### src/rtl/irq_pick_pkg.sv
package irq_pick_pkg;
  typedef enum logic [1:0] {
    PRIV_USER  = 2'd0,
    PRIV_SUPV  = 2'd1,
    PRIV_RSVD  = 2'd2,
    PRIV_MACH  = 2'd3
  } priv_e;
endpackage

### src/rtl/irq_gate.sv
module irq_gate
  import irq_pick_pkg::*;
#(
  parameter int NUM_IRQ = 16
) (
  input  logic [NUM_IRQ-1:0] pend,
  input  logic [NUM_IRQ-1:0] en,
  input  logic [NUM_IRQ-1:0] deleg,
  input  logic [1:0]         priv,
  input  logic               m_gie,
  input  logic               s_gie,
  output logic               m_open,
  output logic               s_open,
  output logic [NUM_IRQ-1:0] live
);
  logic [NUM_IRQ-1:0] armed;

  // machine level: anything below machine, or machine with its global enable
  assign m_open = (priv != PRIV_MACH) || m_gie;
  // supervisor level: user, or supervisor with its global enable
  assign s_open = (priv == PRIV_USER) || ((priv == PRIV_SUPV) && s_gie);

  assign armed = pend & en;
  assign live  = (armed & ~deleg & {NUM_IRQ{m_open}})
               | (armed &  deleg & {NUM_IRQ{s_open}});
endmodule

### src/rtl/irq_lsb_find.sv
module irq_lsb_find #(
  parameter int NUM_IRQ = 16,
  localparam int IDX_W  = (NUM_IRQ > 1) ? $clog2(NUM_IRQ) : 1
) (
  input  logic [NUM_IRQ-1:0] vec,
  output logic               found,
  output logic [IDX_W-1:0]   idx
);
  logic [NUM_IRQ:0]   seen;
  logic [NUM_IRQ-1:0] first;

  assign seen[0] = 1'b0;

  genvar g;
  generate
    for (g = 0; g < NUM_IRQ; g++) begin : g_chain
      assign first[g]  = vec[g] & ~seen[g];
      assign seen[g+1] = seen[g] | vec[g];
    end
  endgenerate

  // first is one-hot or zero: OR together the index of the single hit
  always_comb begin
    idx = '0;
    for (int i = 0; i < NUM_IRQ; i++) begin
      if (first[i]) idx = idx | IDX_W'(i);
    end
  end

  assign found = seen[NUM_IRQ];
endmodule

### src/rtl/irq_pick.sv
module irq_pick
  import irq_pick_pkg::*;
#(
  parameter int NUM_IRQ = 16,
  parameter int XLEN    = 32,
  parameter bit REG_OUT = 1'b1,
  localparam int IDX_W  = (NUM_IRQ > 1) ? $clog2(NUM_IRQ) : 1
) (
  input  logic                clk,
  input  logic                rst_n,
  input  logic [NUM_IRQ-1:0]  irq_pend,
  input  logic [NUM_IRQ-1:0]  irq_en,
  input  logic [NUM_IRQ-1:0]  irq_deleg,
  input  logic [1:0]          cur_priv,
  input  logic                m_gie,
  input  logic                s_gie,
  output logic                take_trap,
  output logic [XLEN-1:0]     trap_cause
);
  logic [NUM_IRQ-1:0] live;
  logic               m_open;
  logic               s_open;
  logic               found;
  logic [IDX_W-1:0]   idx;
  logic [XLEN-1:0]    cause_d;

  irq_gate #(.NUM_IRQ(NUM_IRQ)) u_gate (
    .pend   (irq_pend),
    .en     (irq_en),
    .deleg  (irq_deleg),
    .priv   (cur_priv),
    .m_gie  (m_gie),
    .s_gie  (s_gie),
    .m_open (m_open),
    .s_open (s_open),
    .live   (live)
  );

  irq_lsb_find #(.NUM_IRQ(NUM_IRQ)) u_find (
    .vec   (live),
    .found (found),
    .idx   (idx)
  );

  always_comb begin
    cause_d = '0;
    if (found) begin
      cause_d[XLEN-1]  = 1'b1;
      cause_d[IDX_W-1:0] = idx;
    end
  end

  generate
    if (REG_OUT) begin : g_reg
      always_ff @(posedge clk) begin
        if (!rst_n) begin
          take_trap  <= 1'b0;
          trap_cause <= '0;
        end else begin
          take_trap  <= found;
          trap_cause <= cause_d;
        end
      end
    end else begin : g_comb
      assign take_trap  = found;
      assign trap_cause = cause_d;
    end
  endgenerate

  // gate output never holds a bit that is not both pending and enabled
  p_armed_only_r1: assert property (@(posedge clk) disable iff (!rst_n)
    (live & ~(irq_pend & irq_en)) == '0);

  // machine privilege with global enable off blocks undelegated bits
  p_mach_block_r3: assert property (@(posedge clk) disable iff (!rst_n)
    ((cur_priv == PRIV_MACH) && !m_gie) |-> ((live & ~irq_deleg) == '0));

  // machine privilege never lets delegated bits through
  p_deleg_in_mach_r4: assert property (@(posedge clk) disable iff (!rst_n)
    (cur_priv == PRIV_MACH) |-> ((live & irq_deleg) == '0));

  // the finder's choice is a live bit with nothing live below it
  p_lowest_wins_r5: assert property (@(posedge clk) disable iff (!rst_n)
    found |-> (live[idx] && ((live & ((NUM_IRQ'(1) << idx) - NUM_IRQ'(1))) == '0)));

  // a taken trap carries the interrupt flag
  p_flag_set_r6: assert property (@(posedge clk) disable iff (!rst_n)
    take_trap |-> trap_cause[XLEN-1]);

  // idle means an all-zero cause
  p_idle_zero_r7: assert property (@(posedge clk) disable iff (!rst_n)
    !take_trap |-> (trap_cause == '0));

  generate
    if (REG_OUT) begin : g_lat_chk
      // registered strobe follows the previous cycle's finder result
      p_one_cycle_r8: assert property (@(posedge clk) disable iff (!rst_n)
        $past(rst_n) |-> (take_trap == $past(found)));
    end
  endgenerate
endmodule

### config.mk
export PLATFORM = sky130hd
export DESIGN_NAME = irq_pick
export DESIGN_NICKNAME = d
export VERILOG_FILES = /design/src/rtl/irq_pick_pkg.sv /design/src/rtl/irq_gate.sv /design/src/rtl/irq_lsb_find.sv /design/src/rtl/irq_pick.sv
export SDC_FILE = /design/constraint.sdc
export NUM_CORES = 1
export LEC_CHECK = 0
export BUFFER_PORTS_ARGS = -buffer_cell sky130_fd_sc_hd__buf_4
export CAP_MARGIN = 25
export CORE_MARGIN = 2
export CORE_UTILIZATION = 40
export CTS_BUF_LIST = sky130_fd_sc_hd__clkbuf_4
export DETAILED_ROUTE_END_ITERATION = 10
export PLACE_DENSITY_LB_ADDON = 0.25
export SLEW_MARGIN = 0
export SYNTH_ARGS = -nofsm -noshare
export SYNTH_HDL_FRONTEND = slang
export SYNTH_SLANG_ARGS = --single-unit
### constraint.sdc
create_clock -name clk -period 2 [get_ports clk]
set_input_delay 0 -clock clk [delete_from_list [all_inputs] [get_ports clk]]
set_output_delay 0 -clock clk [all_outputs]
set_load 0.005 [all_outputs]
==> key figures <==
Flow run
  • Max Cap Viol: 0

Finish
  • N_diodes: 0
  • Max FFs per register: 5
  • FF/Latch Area: approximately 100 µm²
  • Reg with most FFs: trap_cause
  • Highest-count cells in the layout ignoring fill and taps: buf_4, conb_1, a21oi_1
  • Largest regs: trap_cause x5
  • Nets@finish: around 260
  • Multi-input logic area: roughly 790 µm²
  • Share of post-route cells with drive strength above 1: 0.350
  • Non-Filler Instances: around 230
  • Final-layout fill cell count: between 200 and 250
  • Area Growth Syn to Fin: 35.6%
  • Commonest non-fill, non-tap cell in the layout: buf_4

Setup path
  • Crit-path max FO: 12
  • Worst EP required: about 2.1 ns
  • Worst Setup Start Kind: input port
  • Setup CP Type: in2reg
  • Max incr delay on CP: 0.44 ns
  • Worst-path cell chain: buf_4 > nor2b_2 > nor2_1 > a2111oi_4 > nand2_2 > o31ai_1 > a31oi_1
  • Crit path DAT: 1.75 ns
  • Critical Path Sink Type: flop
  • Slowest library cell on the worst path: o31ai_1

STA
  • Slew @ Worst Pin: around 0.65 ns
  • Fmax: between 0.6 and 0.7 GHz
  • Final Max Slew Viols: 0
  • RSZ-0062 raised after global routing: no
  • Part of the cycle the worst path needs: 0.824
  • # setup viols final: 0
  • Tmin final: around 1.6 ns
  • Fin. Hold Viols: 0
  • Setup TNS: 0 ns
  • Slew HR: 0.567

GRT
  • Global-route usage over all layers: 0.180
  • Vias in the first global route: roughly 1,000
  • Initial antenna violation count: 0
  • Global-route wire length before repair: just over 4 mm
  • Remaining Overflow, GRT: 0
  • Pin count of the biggest net entering global routing: 15

Floorplanning
  • Row count: 18
  • Core Region: 0.00248 mm²
  • Initial core utilization: 0.421
  • Die X: around 55 µm
  • I/O pin total: 87
  • Die area: between 0.003 and 0.004 mm²
  • Die height: 55.1 µm

Routing
  • Vias per cell: between 5 and 6
  • Initial DRC count: 24
  • Avg WL per Cell: 12.1 µm
  • DRT Pass-1 Iters: 4
  • DRC Markers: 0
  • Antenna-violating nets left: 0
  • Vias: 1,262
  • Detailed Route WL: 2.81 mm

Placed design
  • DP HPWL: between 2 and 2.5 mm
  • RePlAce Congestion: 0.867
  • Total placed cells including tap cells: 229
  • Port-buffer cells: around 60

CTS
  • CTS tree: built
  • CTS resizes: 0
  • Post-CTS Setup Bufs: 0
  • H-tree levels: 1
  • Clock Sinks: 5
  • Clk slew on worst S/H paths: about 0.04 ns
  • CTS Root Cell: clkbuf_4
  • Cts bufs inserted: 3
  • Longest Clk Path Bufs: 2
  • Post-CTS Hold Buffers: 0

Yosys
  • Post-synthesis sequential area ratio: 0.0959
  • Post-synth ARST share: 0
  • Mapped Cells: ~150
  • Avg Synthesized Cell Area: 7.15 µm²
  • Main synth FF type: dfxtp_1
  • Yosys cell types: 37
  • EDFF count, synth: 0
  • Synth warn: 0
  • Register bit total from synthesis: 5
  • Synthesized cell area: 0.00104 mm²

Run status
  • Status: finished clean

Pwr
  • Sw Pwr: 0.177 mW
  • Power share of the clock group: 0.246
  • Worst vdd ir: ~0.35 mV
  • Net Sw Frac: 0.339
  • Sequential Power Share: 0.219
  • Lkg Pwr: approximately 0.65 nW
  • PwrDens: ~370 mW/mm²
  • Comb pwr share: 0.535
  • Cell internal pwr: about 0.35 mW

Hold path
  • Min-Delay Startpoint: rst_n
  • Worst hold path depth: 3
  • Worst Hold Class: in2reg
  • Min-Delay Endpoint: trap_cause[31]$_SDFF_PN0_
==> area by class of cell <==
type,instances,area share
multi-input cells,133,0.561
well taps,30,0.0265
repair buffers,60,0.318
flip-flops and latches,5,0.0707
inverters,1,0.00265
clock buffers,4,0.0212
==> synthesized netlist by cell type (3+ instances only) <==
| library cell | instances | area (µm²) |
|---|---|---|
| buf_2 | 3 | 15.0 |
| dfxtp_1 | 5 | 100 |
| o2111ai_1 | 7 | 61.3 |
| buf_4 | 29 | 218 |
| o21ai_0 | 11 | 55.1 |
| a21oi_1 | 14 | 70.1 |
| a31oi_1 | 4 | 25.0 |
| nand3_1 | 12 | 60.1 |
| a311oi_1 | 3 | 26.3 |
| nand4_1 | 3 | 18.8 |
| nand2_1 | 8 | 30.0 |
| nor2_1 | 8 | 30.0 |
| nand3b_1 | 11 | 82.6 |
==> routing by layer <==
metal,track usage,vias up,share of wire,wire length [µm]
met1,0.229,572,0.41,1150
met5,0,-,0,0
met2,0.327,62,0.50,1400
met3,0.0323,0,0.093,262
li1,-,628,-,-
met4,0.0122,0,0,0
==> kinds of logic (layout without fill, tap and decap cells) <==
kind of cell / count (synthesis) / in the layout / share of synthesized area
compound gates: 55 / 55 / 0.390
buf+inv: 34 / 65 / 0.237
flops: 5 / 5 / 0.0959
other cells: 1 / 27 / 0.00359
simple gates: 51 / 51 / 0.273
==> power groups by stage <==
stage                     clock, mW  sequential [mW]  combinational (mW)
after floorplan                   0            0.118               0.178
after global placement            0            0.116               0.271
after detailed placement          0            0.116               0.276
after CTS                     0.132            0.115               0.277
after global routing          0.143            0.115               0.309
final                         0.129            0.114               0.279
==> critical path: cells and delay by family <==
family,cells,cell delay [ns]
AOI/OAI and AO/OA,3,0.94
and+or+nand+nor,3,0.71
buffers and inverters,1,0.08
==> worst max path at each step <==
stage | end | slack, ns | start
final | trap_cause[2]$_SDFF_PN0_ | 0.35 | cur_priv[0]
after global routing | trap_cause[2]$_SDFF_PN0_ | 0.1 | cur_priv[0]
after CTS | trap_cause[2]$_SDFF_PN0_ | 0.36 | cur_priv[0]
after detailed placement | trap_cause[2]$_SDFF_PN0_ | 0.09 | cur_priv[0]
after global placement | trap_cause[2]$_SDFF_PN0_ | 0.17 | cur_priv[0]
after floorplan | trap_cause[2]$_SDFF_PN0_ | 0.53 | cur_priv[0]
==> stage by stage <==
| step | setup slack [ns] | area (µm²) | utilization | hold slack, ns | power, mW |
|---|---|---|---|---|---|
| final | 0.352 | 1420 | 0.571 | 0.0404 | 0.522 |
| after detailed placement | 0.0905 | 1390 | 0.559 | 0.282 | 0.392 |
| after global placement | 0.172 | 1390 | 0.559 | 0.276 | 0.387 |
| after global routing | 0.0992 | 1420 | 0.571 | 0.0615 | 0.568 |
| after floorplan | 0.528 | 1140 | - | 0.162 | 0.296 |
| after CTS | 0.361 | 1420 | 0.571 | 0.0349 | 0.523 |
Power figures use the tool's default switching activity.
